**src/rtl/rn_pkg.sv**
```systemverilog
package rn_pkg;
  typedef logic [1:0] conf_t;
  localparam conf_t CONF_SPEC = 2'd2;
  localparam conf_t CONF_MAX  = 2'd3;

  function automatic conf_t conf_bump(conf_t c);
    return (c == CONF_MAX) ? c : c + 2'd1;
  endfunction
endpackage

```
**src/rtl/rn_value_file.sv**
```systemverilog
module rn_value_file #(
  parameter int DATA_W  = 32,
  parameter int ENTRIES = 16,
  localparam int IDX_W  = $clog2(ENTRIES)
) (
  input  logic              clk,
  input  logic              we,
  input  logic [IDX_W-1:0]  waddr,
  input  logic [DATA_W-1:0] wdata,
  input  logic [IDX_W-1:0]  raddr,
  output logic [DATA_W-1:0] rdata
);
  logic [DATA_W-1:0] mem_q [ENTRIES];

  // data array: written only when a store executes; no reset needed,
  // since reads are qualified by a valid table entry
  always_ff @(posedge clk) begin
    if (we) mem_q[waddr] <= wdata;
  end

  assign rdata = mem_q[raddr];
endmodule

```
**src/rtl/rn_store_window.sv**
```systemverilog
module rn_store_window #(
  parameter int ADDR_W   = 32,
  parameter int DEPTH    = 4,
  parameter int VF_IDX_W = 4
) (
  input  logic                clk,
  input  logic                rst_n,
  input  logic                push,
  input  logic [ADDR_W-1:0]   push_addr,
  input  logic [VF_IDX_W-1:0] push_vfi,
  input  logic [ADDR_W-1:0]   srch_addr,
  output logic                srch_hit,
  output logic [VF_IDX_W-1:0] srch_vfi
);
  // slot 0 is the newest store
  logic                v_q [DEPTH];
  logic                v_d [DEPTH];
  logic [ADDR_W-1:0]   a_q [DEPTH];
  logic [ADDR_W-1:0]   a_d [DEPTH];
  logic [VF_IDX_W-1:0] x_q [DEPTH];
  logic [VF_IDX_W-1:0] x_d [DEPTH];

  always_comb begin
    v_d = v_q;
    a_d = a_q;
    x_d = x_q;
    if (push) begin
      for (int i = DEPTH - 1; i > 0; i--) begin
        v_d[i] = v_q[i-1];
        a_d[i] = a_q[i-1];
        x_d[i] = x_q[i-1];
      end
      v_d[0] = 1'b1;
      a_d[0] = push_addr;
      x_d[0] = push_vfi;
    end
  end

  // scan oldest to newest so the newest match is the one kept
  always_comb begin
    srch_hit = 1'b0;
    srch_vfi = '0;
    for (int i = DEPTH - 1; i >= 0; i--) begin
      if (v_q[i] && a_q[i] == srch_addr) begin
        srch_hit = 1'b1;
        srch_vfi = x_q[i];
      end
    end
  end

  always_ff @(posedge clk or negedge rst_n) begin
    if (!rst_n) begin
      for (int i = 0; i < DEPTH; i++) v_q[i] <= 1'b0;
    end else if (push) begin
      v_q <= v_d;
    end
  end

  always_ff @(posedge clk) begin
    if (push) begin
      a_q <= a_d;
      x_q <= x_d;
    end
  end
endmodule

```
**src/rtl/rn_slc.sv**
```systemverilog
module rn_slc
  import rn_pkg::*;
#(
  parameter int PC_W     = 32,
  parameter int ENTRIES  = 16,
  parameter int VF_IDX_W = 4,
  localparam int IDX_W   = $clog2(ENTRIES),
  localparam int TAG_W   = PC_W - IDX_W
) (
  input  logic                clk,
  input  logic                rst_n,
  input  logic [PC_W-1:0]     rd_pc,
  output logic                rd_hit,
  output conf_t               rd_conf,
  output logic [VF_IDX_W-1:0] rd_vfi,
  input  logic                st_valid,
  input  logic [PC_W-1:0]     st_pc,
  output logic [VF_IDX_W-1:0] st_vfi,
  input  logic                vf_valid,
  input  logic [PC_W-1:0]     vf_pc,
  input  logic                link_valid,
  input  logic [VF_IDX_W-1:0] link_vfi,
  input  logic                train_ok
);
  function automatic logic [IDX_W-1:0] idx_of(logic [PC_W-1:0] pc);
    return pc[IDX_W+1:2];
  endfunction
  function automatic logic [TAG_W-1:0] tag_of(logic [PC_W-1:0] pc);
    return {pc[PC_W-1:IDX_W+2], pc[1:0]};
  endfunction

  logic                valid_q [ENTRIES];
  logic                valid_d [ENTRIES];
  logic [TAG_W-1:0]    tag_q   [ENTRIES];
  logic [TAG_W-1:0]    tag_d   [ENTRIES];
  logic [VF_IDX_W-1:0] vfi_q   [ENTRIES];
  logic [VF_IDX_W-1:0] vfi_d   [ENTRIES];
  conf_t               conf_q  [ENTRIES];
  conf_t               conf_d  [ENTRIES];

  logic [IDX_W-1:0] rd_idx, st_idx, vf_idx;
  logic             st_hit, vf_hit, upd_en;

  assign rd_idx  = idx_of(rd_pc);
  assign rd_hit  = valid_q[rd_idx] && (tag_q[rd_idx] == tag_of(rd_pc));
  assign rd_conf = conf_q[rd_idx];
  assign rd_vfi  = vfi_q[rd_idx];

  assign st_idx = idx_of(st_pc);
  assign st_hit = valid_q[st_idx] && (tag_q[st_idx] == tag_of(st_pc));
  assign st_vfi = st_hit ? vfi_q[st_idx] : VF_IDX_W'(st_idx);

  assign vf_idx = idx_of(vf_pc);
  assign vf_hit = valid_q[vf_idx] && (tag_q[vf_idx] == tag_of(vf_pc));
  assign upd_en = st_valid || vf_valid;

  always_comb begin
    valid_d = valid_q;
    tag_d   = tag_q;
    vfi_d   = vfi_q;
    conf_d  = conf_q;
    if (st_valid && !st_hit) begin
      valid_d[st_idx] = 1'b1;
      tag_d[st_idx]   = tag_of(st_pc);
      vfi_d[st_idx]   = VF_IDX_W'(st_idx);
      conf_d[st_idx]  = '0;
    end
    // verify is applied last and wins on a shared index
    if (vf_valid) begin
      if (vf_hit) begin
        valid_d[vf_idx] = 1'b1;
        tag_d[vf_idx]   = tag_of(vf_pc);
        if (link_valid && link_vfi != vfi_q[vf_idx]) begin
          vfi_d[vf_idx]  = link_vfi;
          conf_d[vf_idx] = '0;
        end else begin
          vfi_d[vf_idx]  = vfi_q[vf_idx];
          conf_d[vf_idx] = train_ok ? conf_bump(conf_q[vf_idx]) : '0;
        end
      end else if (link_valid) begin
        valid_d[vf_idx] = 1'b1;
        tag_d[vf_idx]   = tag_of(vf_pc);
        vfi_d[vf_idx]   = link_vfi;
        conf_d[vf_idx]  = '0;
      end
    end
  end

  always_ff @(posedge clk or negedge rst_n) begin
    if (!rst_n) begin
      for (int i = 0; i < ENTRIES; i++) valid_q[i] <= 1'b0;
    end else if (upd_en) begin
      valid_q <= valid_d;
    end
  end

  always_ff @(posedge clk) begin
    if (upd_en) begin
      tag_q  <= tag_d;
      vfi_q  <= vfi_d;
      conf_q <= conf_d;
    end
  end
endmodule

```
**src/rtl/rn_load_renamer.sv**
```systemverilog
module rn_load_renamer
  import rn_pkg::*;
#(
  parameter int PC_W       = 32,
  parameter int ADDR_W     = 32,
  parameter int DATA_W     = 32,
  parameter int SLC_ENTRIES = 16,
  parameter int VF_ENTRIES  = 16,
  parameter int WIN_DEPTH   = 4,
  localparam int VF_IDX_W   = $clog2(VF_ENTRIES)
) (
  input  logic              clk,
  input  logic              rst_n,
  input  logic [PC_W-1:0]   ld_pc,
  output logic              lk_hit,
  output logic              lk_spec,
  output logic [DATA_W-1:0] lk_value,
  input  logic              st_valid,
  input  logic [PC_W-1:0]   st_pc,
  input  logic [ADDR_W-1:0] st_addr,
  input  logic [DATA_W-1:0] st_data,
  input  logic              vfy_valid,
  input  logic [PC_W-1:0]   vfy_pc,
  input  logic [ADDR_W-1:0] vfy_addr,
  input  logic [DATA_W-1:0] vfy_data,
  input  logic              vfy_spec,
  input  logic [DATA_W-1:0] vfy_pred,
  output logic              mispredict
);
  conf_t               rd_conf;
  logic [VF_IDX_W-1:0] rd_vfi, st_vfi, link_vfi;
  logic                link_hit, train_ok, mp_d;

  assign train_ok = (vfy_pred == vfy_data);

  rn_slc #(
    .PC_W(PC_W), .ENTRIES(SLC_ENTRIES), .VF_IDX_W(VF_IDX_W)
  ) u_slc (
    .clk(clk), .rst_n(rst_n),
    .rd_pc(ld_pc), .rd_hit(lk_hit), .rd_conf(rd_conf), .rd_vfi(rd_vfi),
    .st_valid(st_valid), .st_pc(st_pc), .st_vfi(st_vfi),
    .vf_valid(vfy_valid), .vf_pc(vfy_pc),
    .link_valid(link_hit), .link_vfi(link_vfi), .train_ok(train_ok)
  );

  rn_value_file #(
    .DATA_W(DATA_W), .ENTRIES(VF_ENTRIES)
  ) u_vf (
    .clk(clk), .we(st_valid), .waddr(st_vfi), .wdata(st_data),
    .raddr(rd_vfi), .rdata(lk_value)
  );

  rn_store_window #(
    .ADDR_W(ADDR_W), .DEPTH(WIN_DEPTH), .VF_IDX_W(VF_IDX_W)
  ) u_win (
    .clk(clk), .rst_n(rst_n),
    .push(st_valid), .push_addr(st_addr), .push_vfi(st_vfi),
    .srch_addr(vfy_addr), .srch_hit(link_hit), .srch_vfi(link_vfi)
  );

  assign lk_spec = lk_hit && (rd_conf >= CONF_SPEC);
  assign mp_d    = vfy_valid && vfy_spec && (vfy_pred != vfy_data);

  always_ff @(posedge clk or negedge rst_n) begin
    if (!rst_n) mispredict <= 1'b0;
    else        mispredict <= mp_d;
  end
endmodule

```
**config.mk**
```make
export PLATFORM = sky130hd
export DESIGN_NAME = rn_load_renamer
export DESIGN_NICKNAME = d
export VERILOG_FILES = /design/src/rtl/rn_pkg.sv /design/src/rtl/rn_value_file.sv /design/src/rtl/rn_store_window.sv /design/src/rtl/rn_slc.sv /design/src/rtl/rn_load_renamer.sv
export SDC_FILE = /design/constraint.sdc
export NUM_CORES = 2
export LEC_CHECK = 0
export BUFFER_PORTS_ARGS = -buffer_cell sky130_fd_sc_hd__buf_2
export CAP_MARGIN = 20
export CELL_PAD_IN_SITES_DETAIL_PLACEMENT = 1
export CELL_PAD_IN_SITES_GLOBAL_PLACEMENT = 2
export CORE_ASPECT_RATIO = 0.75
export CORE_MARGIN = 5
export CORE_UTILIZATION = 30
export CTS_BUF_LIST = sky130_fd_sc_hd__clkbuf_8
export DETAILED_ROUTE_END_ITERATION = 16
export PLACE_DENSITY_LB_ADDON = 0.1
export SYNTH_ARGS = -nofsm -noshare
export SYNTH_HDL_FRONTEND = slang
export SYNTH_HIERARCHICAL = 1
export SYNTH_SLANG_ARGS = --single-unit
```
**constraint.sdc**
```tcl
create_clock -name clk -period 12 [get_ports clk]
set_input_delay 1.8 -clock clk [delete_from_list [all_inputs] [get_ports clk]]
set_output_delay 1.8 -clock clk [all_outputs]
set_load 0.005 [all_outputs]
```
==> impl_metrics.py <==
metrics = {
    "timing": {
        "timing.final.setup_violations": 0,
        "report.final.hold_viol_count": 0,
        "minimum_setup_slack_in_the_final_design_ns": 3.30,
        "slew_headroom_pct": 6.25,
        "fmax_ghz": 0.115,
        "finalSetupTns_ns": 0,
        "tightestPinTransition_ns": 1.41,
        "timing.hold.ws_ns": 0.450,
        "finalMaxSlewViolations": 0,
        "unrepaired_setup_endpoints_after_global_routing": "false",
        "layout_worst_path_cycle_share_pct": 72.5,
        "skew_ns": 0.0995,
        "final_critical_delay_including_setup_and_external_delays_ns": 8.70,
    },
    "detailed_routing": {
        "total_iterations_of_the_first_detailed_routing_run": 5,
        "top_layer_used": "met5",
        "wirelength_mm": 364,
        "met2WireLength_mm": 151,
        "wl_met1_mm": 167,
        "route.detailed.vias_per_inst": 6.42,
        "vias_after_detailed_routing": 58060,
        "wl_per_cell_um": 40.2,
        "post_detailed_route_drc_marker_count": 0,
        "dr.first_iter.drc_count": 7283,
        "route.met3.wl_mm": 35.0,
        "drt.antenna.violating_nets": 0,
    },
    "placement": {
        "placedInstanceArea_sq_mm": 0.0754,
        "gp_congestion": 0.959,
        "pre_cts_ws_ns": 3.41,
        "io_buffer_count": 295,
        "hpwl_mm": 222,
    },
    "cts": {
        "postCtsResizedCells": 0,
        "cts.htree.levels": 4,
        "worst_skew_pair.late_latency_ns": 1.01,
        "tritoncts": "built",
        "post_cts.repair.setup_buffers": 0,
        "cts_buffers": 228,
        "clock-sinks": 1221,
        "hold_buffers": 0,
        "path_clk_slew_ns": 0.06,
        "max-clock-path-buffers": 4,
        "clockRootBuffer": "sky130_fd_sc_hd__clkbuf_8",
    },
    "setup_path": {
        "start_kind": "input port",
        "worst-endpoint-required_ns": 10.20,
        "timing.critical_path.to_type": "output port",
        "cp.arrival_ns": 6.90,
        "worstSetupPathType": "in2out",
        "worst-path-max-fanout": 39,
    },
    "global_route": {
        "grt_first_pass_wirelength_mm": 495,
        "grt-ovfl-total": 0,
        "grt_pass1_vias": 56608,
        "grt_util_all_layers_pct": 28.5,
        "pin_count_of_the_biggest_net_entering_global_routing": 135,
        "number_of_antenna_violations_at_the_first_check_in_global_routing": 26,
    },
    "floorplanning": {
        "core_area_sq_mm": 0.235,
        "die_area_sq_mm": 0.246,
        "placement_rows": 154,
        "dieWidth_um": 571,
        "initial_utilization_pct": 30.2,
        "ios": 296,
        "fp.dieH_um": 431,
    },
    "synth": {
        "synthesis.nets": 5902,
        "postSynthCellCount": 5641,
        "synth.cell_area_sq_mm": 0.0708,
        "syn_area_per_cell_sq_um": 12.6,
        "yosysWarningCount": 6,
    },
    "pwr": {
        "power.density_cell_area_mw_per_mm2": 152,
        "ir_worst_vdd_mv": 0.0790,
        "power_leakage_uw": 0.0252,
    },
    "finish": {
        "finalNetCount": 5996,
        "finalInstanceArea_sq_mm": 0.0798,
        "layout-drive-gt1-share_pct": 24.3,
        "area_delta_synth_final_pct": 12.7,
    },
    "outcome": {
        "run_status": "complete, no violations",
    },
    "worst_hold_path": {
        "min_path_type": "reg2reg",
    },
    "run": {
        "drv.max_cap_violation_count": 0,
    },
}
[metal layers]
layer  up-vias  GRT usage [%]
met2      3445           40.1
met3       572           6.69
met5         -              0
met4        12           7.98
met1     31234           43.4
li1      22797              -
[registers in the layout, indices dropped and copies added (netlist names)]
signal         flops
u_slc/valid_q     16
u_win/v_q          4
u_win/x_q         16
u_vf/mem_q       512
u_slc/conf_q      32
u_win/a_q        128
u_slc/tag_q      448
u_slc/vfi_q       64
mispredict         1
[report_power, final]
part | internal, uW | switching (uW)
Combinational | 1050 | 1540
Clock | 2050 | 2010
Sequential | 5100 | 372
Total | 8200 | 3920
[path summary, 6_finish.rpt]
path / start / end / slack (ns) / cells after the start
min in group asynchronous: rst_n / mispredict / 0.87 / 1
max in group asynchronous: rst_n / u_slc/valid_q[8] / 10.66 / 1
max reg2reg: u_slc/tag_q[347] / u_vf/mem_q[7][29] / 5.79 / 12
max: ld_pc[4] / lk_spec / 3.30 / 11
min reg2reg: u_win/x_q[8] / u_win/x_q[4] / 0.45 / 0
min: u_win/x_q[8] / u_win/x_q[4] / 0.45 / 0
[cell usage in the layout, fill, tap and decap left out, types with 28 or more instances in the layout]
cell type and instances:
sky130_fd_sc_hd__nand4_1 39, sky130_fd_sc_hd__xor2_1 98, sky130_fd_sc_hd__mux2_2 50, sky130_fd_sc_hd__buf_2 285, sky130_fd_sc_hd__a22oi_1 95, sky130_fd_sc_hd__o21ai_1 167, sky130_fd_sc_hd__o221a_2 28, sky130_fd_sc_hd__mux2i_1 134
sky130_fd_sc_hd__o22ai_1 64, sky130_fd_sc_hd__mux4_2 528, sky130_fd_sc_hd__inv_1 94, sky130_fd_sc_hd__edfxtp_1 1200, sky130_fd_sc_hd__a21oi_1 84, sky130_fd_sc_hd__nor3_1 441, sky130_fd_sc_hd__buf_4 131, sky130_fd_sc_hd__xnor2_1 143
sky130_fd_sc_hd__a31oi_1 431, sky130_fd_sc_hd__nor2_1 202, sky130_fd_sc_hd__clkbuf_8 235, sky130_fd_sc_hd__o21ai_0 309, sky130_fd_sc_hd__nand2_1 553, sky130_fd_sc_hd__clkinv_1 78
[critical path: stages]
cell and delay [ns]:
sky130_fd_sc_hd__buf_4 0.52, sky130_fd_sc_hd__buf_4 0.79, sky130_fd_sc_hd__mux4_2 0.42, sky130_fd_sc_hd__mux4_2 0.48, sky130_fd_sc_hd__xnor2_1 0.74, sky130_fd_sc_hd__nand4_1 0.24, sky130_fd_sc_hd__nor4_1 0.38, sky130_fd_sc_hd__buf_2 0.25
sky130_fd_sc_hd__nor4b_2 0.62, sky130_fd_sc_hd__and2_1 0.38, sky130_fd_sc_hd__buf_2 0.17
[stage by stage]
| stage | instances | power [uW] | utilization (%) |
|---|---|---|---|
| 2_1_floorplan | 5641 | 6940 | - |
| 5_1_grt | 9041 | 12500 | 34.0 |
| 4_1_cts | 9030 | 12200 | 33.9 |
| 3_3_place_gp | 8616 | 8040 | 32.1 |
| 3_5_place_dp | 8619 | 8060 | 32.1 |
| 6_report | 9047 | 12100 | 34.0 |
[final cells by class]
class                   instances  area, sq um
flip-flops and latches       1221        36600
multi-input cells            3799        32000
clock inverters               177         1050
repair buffers                443         2860
well taps                    3120         3900
diodes                         11         27.5
clock buffers                 234         3220
inverters                      42          160
fillers                     24878       155000
Power figures use the tool's default switching activity.
